[src/rtl/twoword_reader_pkg.sv]
package twoword_reader_pkg;
  typedef struct packed {
    logic take0;
    logic take1;
  } rd_strobe_t;
endpackage

[src/rtl/twoword_reader_ctrl.sv]
module twoword_reader_ctrl
  import twoword_reader_pkg::*;
(
  input  logic       clk,
  input  logic       rst,
  input  logic       startReq,
  input  logic       memReady,
  output logic       upload,
  output logic       busy,
  output logic       done,
  output rd_strobe_t strobe
);
  logic enableQ;
  logic wordIdxQ;
  logic doneQ;
  logic accept;

  assign upload = memReady & enableQ;
  assign accept = startReq & ~enableQ;

  always_comb begin
    strobe.take0 = upload & ~wordIdxQ;
    strobe.take1 = upload & wordIdxQ;
  end

  always_ff @(posedge clk) begin
    if (rst) begin
      enableQ  <= 1'b0;
      wordIdxQ <= 1'b0;
      doneQ    <= 1'b0;
    end else begin
      doneQ <= strobe.take1;
      if (accept) begin
        enableQ  <= 1'b1;
        wordIdxQ <= 1'b0;
      end else if (strobe.take1) begin
        enableQ  <= 1'b0;
        wordIdxQ <= 1'b0;
      end else if (strobe.take0) begin
        wordIdxQ <= 1'b1;
      end
    end
  end

  assign busy = enableQ;
  assign done = doneQ;
endmodule

[src/rtl/twoword_reader_dp.sv]
module twoword_reader_dp
  import twoword_reader_pkg::*;
#(
  parameter int DATA_W = 8
) (
  input  logic              clk,
  input  logic              rst,
  input  rd_strobe_t        strobe,
  input  logic [DATA_W-1:0] memData,
  output logic [DATA_W-1:0] word0,
  output logic [DATA_W-1:0] word1
);
  always_ff @(posedge clk) begin
    if (rst) begin
      word0 <= '0;
      word1 <= '0;
    end else begin
      if (strobe.take0) word0 <= memData;
      if (strobe.take1) word1 <= memData;
    end
  end
endmodule

[src/rtl/twoword_reader.sv]
module twoword_reader
  import twoword_reader_pkg::*;
#(
  parameter int DATA_W = 8
) (
  input  logic              clk,
  input  logic              rst,
  input  logic              startReq,
  input  logic              memReady,
  input  logic [DATA_W-1:0] memData,
  output logic              upload,
  output logic [DATA_W-1:0] word0,
  output logic [DATA_W-1:0] word1,
  output logic              busy,
  output logic              done
);
  rd_strobe_t strobe;

  twoword_reader_ctrl u_ctrl (
    .clk(clk), .rst(rst), .startReq(startReq), .memReady(memReady),
    .upload(upload), .busy(busy), .done(done), .strobe(strobe)
  );

  twoword_reader_dp #(.DATA_W(DATA_W)) u_dp (
    .clk(clk), .rst(rst), .strobe(strobe), .memData(memData),
    .word0(word0), .word1(word1)
  );
endmodule

[config.mk]
export PLATFORM = sky130hd
export DESIGN_NAME = twoword_reader
export DESIGN_NICKNAME = d
export VERILOG_FILES = /design/src/rtl/twoword_reader_pkg.sv /design/src/rtl/twoword_reader_ctrl.sv /design/src/rtl/twoword_reader_dp.sv /design/src/rtl/twoword_reader.sv
export SDC_FILE = /design/constraint.sdc
export NUM_CORES = 1
export LEC_CHECK = 0
export BUFFER_PORTS_ARGS = -buffer_cell sky130_fd_sc_hd__buf_2
export CAP_MARGIN = 5
export CORE_UTILIZATION = 40
export DETAILED_ROUTE_END_ITERATION = 8
export PLACE_DENSITY = 0.72
export SYNTH_ARGS = -nofsm -noshare
export SYNTH_HDL_FRONTEND = slang
export SYNTH_HIERARCHICAL = 1
export SYNTH_SLANG_ARGS = --single-unit
[constraint.sdc]
create_clock -name clk -period 2 [get_ports clk]
set_input_delay 0.1 -clock clk [delete_from_list [all_inputs] [get_ports clk]]
set_output_delay 0.1 -clock clk [all_outputs]
set_load 0.03 [all_outputs]
==> flow_results.org <==
** Status
- Result of the run :: completed

** Cells and area
- Final nets :: 108
- Area of all sequential standard cells :: 380 um2
- The multi-input combinational cells in the finished layout cover a total of 288 um2.
- The library cell used most frequently in the layout, excluding fill and tap cells, is buf_2.
- Leaving out filler cells and counting taps, the final layout contains 111.
- In the layout the commonest cells are 30 x buf_2, 19 x dfxtp_1, 18 x nor2_1.
- Diodes inserted :: 0
- Relative to the synthesized area, the layout overhead comes to 22.3%.
- Once layout is complete, the utilization of the core stands at 54.8%.
- Fillcell total :: 154
- Of the cells placed in the final design, the portion with a size suffix greater than 1 is 36.8%.

** Detailed routing
- Wires add up to 1.25 mm.
- Avg WL per Cell :: 11.3 um
- The detailed router finished its first iteration with 9 violations.
- In this run the remaining antenna-violating nets after routing total 0.
- Vias :: 529
- The pre-antenna-repair detailed-routing pass consisted of 6 iterations.
- In the routed layout, each cell is associated on average with a via count of 4.77.
- For this run, design rule violations remaining after detail routing come to 0.

** Critical path
- The worst setup path is captured at a flip-flop.
- Buffering stage count on the worst path with inverters included :: 0
- Critical path peak fanout :: 8
- The worst setup path is launched from a flip-flop.
- Cell depth of the worst setup path :: 4
- Crit Path Class :: reg2reg
- Worst Path Required :: 2180 ps
- Stage delay of the slowest cell on the critical path :: 410 ps
- In this design, the largest share of critical-path delay is due to simple AND/OR/NAND/NOR gates.
- Across all register-to-register paths, the minimum setup slack is 740 ps.
- Arrival time reported for the critical path endpoint :: 1440 ps
- In this run the worst setup path terminates at u_dp/word0[3].
- Reg2reg path depth :: 4
- Traced cell by cell, the critical path runs through and2_1 -> and2b_2 -> mux2i_1 -> nor2_1.
- RR Startpoint :: u_ctrl/busy
- The slowest stage of the critical path belongs to the cell dfxtp_1.
- The most critical setup path has its startpoint at u_ctrl/busy.
- Reg2Reg Capture Point :: u_dp/word0[3]

** Power
- Of the total power, the share spent switching nets is 24.8%.
- The share of total power dissipated in the clock network is 27.8%.
- In this run the power density over the cells is 766 nW/um2.
- Summed over all cells, the static leakage comes to 0.000407 uW.
- The internal power of the cells totals 498 uW.
- The analysis attributes to net switching a power of 165 uW.
- Reg power frac :: 59.8%
- VDD sags by at most 0.426 mV.
- Portion of total power attributed to combinational logic :: 12.4%
- The completed layout was analyzed and its total power is 663 uW.

** Place
- Placed insts :: 107
- Pre-CTS setup slack :: 757 ps
- Final HPWL DP :: 861 um
- Routability-driven placement finished with a final weighted congestion of 0.658.
- The count of buffers added on input and output ports is 30.

** Clocking
- TritonCTS built the clock tree.
- Buffers added to address setup during post-CTS repair amount to 0.
- H-tree levels :: 1
- Clk_lat worst skew :: 280 ps
- After clock tree synthesis, the flow added hold-fix buffers numbering 0.
- In this run the deepest clock path goes through 2 buffers.
- Clock slew at the register clock pins of the worst setup and hold paths :: 100 ps
- # resized after CTS :: 0
- Buffer cell driving the clock tree root :: clkbuf_4
- Cts bufs inserted :: 3
- Count of clock tree sinks :: 19

** Synthesis
- The synthesized netlist contains 13 unique library cells.
- Multiplexer cells account for 22.7% of the synthesized area.
- In this run the cell area of the synthesized design comes to 707 um2.
- Flops & latches, synth :: 19
- After Yosys synthesis, full adders, half adders and majority gates account for 0% of the synthesized area.
- Main combinational cell family by area after synthesis :: multiplexers
- Average footprint of a synthesized cell :: 10.9 um2
- The cell count after synthesis came out at 65.
- The share of the Yosys chip area taken by registers is 53.8%.
- Ys Warns :: 6
- Simple-gate area share of the yosys netlist :: 16.1%
- Summing the areas of all compound-gate instances in the mapped netlist gives 0.708% of the synthesized area.
- Synth Net Count :: 77
- Summing the areas of all xor and xnor instances in the mapped netlist gives 1.24% of the synthesized area.

** Timing
- RSZ-0062 raised after global routing :: false
- Final setup violating endpoints :: 0
- For this run, the top clock speed supported by timing is 791 MHz.
- The routed design could run at a clock period as short as 1260 ps.
- For the final database, setup skew stands at 5.53 ps.
- After layout, the worst path uses 63.2% of the clock period.
- Final-report max-slew violation count :: 0
- Final number of hold-violating endpoints :: 0
- Setup_tns :: 0 ps
- After layout, the worst setup slack is 736 ps.
- Worst Max-Slew Pin Slew :: 317 ps
- Slew HR :: 78.9%

** Die
- Total die area :: 1940 um2
- From bottom edge to top edge, the die measures 44.0 um.
- Initial core utilization :: 44.8%
- Placement row count :: 14
- Horiz. Die Dim :: 44.0 um
- During I/O placement, the number of pins put on the boundary was 31.
- Core region area :: 1580 um2

** GRT
- Global routing used 13.8% of the available tracks across all layers.
- Largest net degree at the start of global routing :: 20
- Aggregate global routing overflow :: 0
- Initial antenna violation count :: 0
- The first global-routing pass estimated 1.92 mm of wire.
- The number of global-route vias before repair was 509.

** Run
- Max-cap check violation count :: 0

** Min path
- Worst hold path depth :: 3
- Class of the tightest hold or removal check :: in2reg
[final cells by class]
| class | count | share of cell area, % |
|---|---|---|
| Multi-Input combinational cell | 42 | 33.3 |
| Timing Repair Buffer | 30 | 17.4 |
| Clock buffer | 4 | 3.04 |
| Tap cell | 16 | 2.32 |
| Sequential cell | 19 | 44.0 |
[registers in the layout (all words and copies together), names as in the netlist]
register / flops
u_dp/word1: 8
u_ctrl/done: 1
u_ctrl/wordIdxQ: 1
u_ctrl/busy: 1
u_dp/word0: 8
[metrics by stage]
stage | cell area, um2 | hold WS [ps]
after global placement | 838 | 351
after global routing | 865 | 62.2
after detailed placement | 838 | 361
after floorplan | 707 | 172
final | 865 | 58.1
after CTS | 865 | 56.2
[power groups by stage]
| stage | Combinational (uW) | Clock, uW | Sequential, uW |
|---|---|---|---|
| finish | 82.0 | 184 | 397 |
| global route | 87.7 | 209 | 398 |
| CTS | 82.9 | 191 | 397 |
| detailed placement | 82.3 | 0 | 405 |
| global placement | 81.3 | 0 | 405 |
| floorplan | 37.7 | 0 | 426 |
[synthesized netlist by cell type]
library cell	instances	area [um2]
and2b_1	1	7.51
and2_1	1	6.26
mux2i_1	16	160
nor3b_1	1	7.51
a21oi_1	1	5.00
clkbuf_2	1	5.00
and2b_2	1	8.76
xor2_1	1	8.76
buf_6	3	33.8
nor2_1	18	67.6
and3_4	1	11.3
dfxtp_1	19	380
nor3_1	1	5.00
[worst register-to-register path: cells and delay by family, from the launching register on]
kind | cells | cell delay [ps]
AND/OR/NAND/NOR | 3 | 520
flip-flops | 1 | 410
multiplexers | 1 | 240
[kinds of logic after synthesis]
logic type,after synthesis
and+or+nand+nor,24
DFF,19
muxes,16
buffers and inverters,4
AOI/OAI and AO/OA,1
xor gates and xnor gates,1
[how the worst min path moves through the flow]
stage                                 end       start  slack [ps]
after floorplan           u_ctrl/wordIdxQ         rst         170
final                       u_dp/word0[6]  memData[6]          60
after global placement      u_dp/word0[1]  memData[1]         350
after CTS                   u_dp/word0[6]  memData[6]          60
after detailed placement    u_dp/word1[2]  memData[2]         360
after global routing        u_dp/word0[2]  memData[2]          60
[metal layers]
layer  share of wire, %  vias up  GRT usage, %
li1                   -      277             -
met1                 44      239          12.7
met2                 52       13          26.2
met3                3.7        0          3.67
met4                  0        0          9.09
met5                  0        -             0
Note: power is estimated with default switching activity, not from simulation.
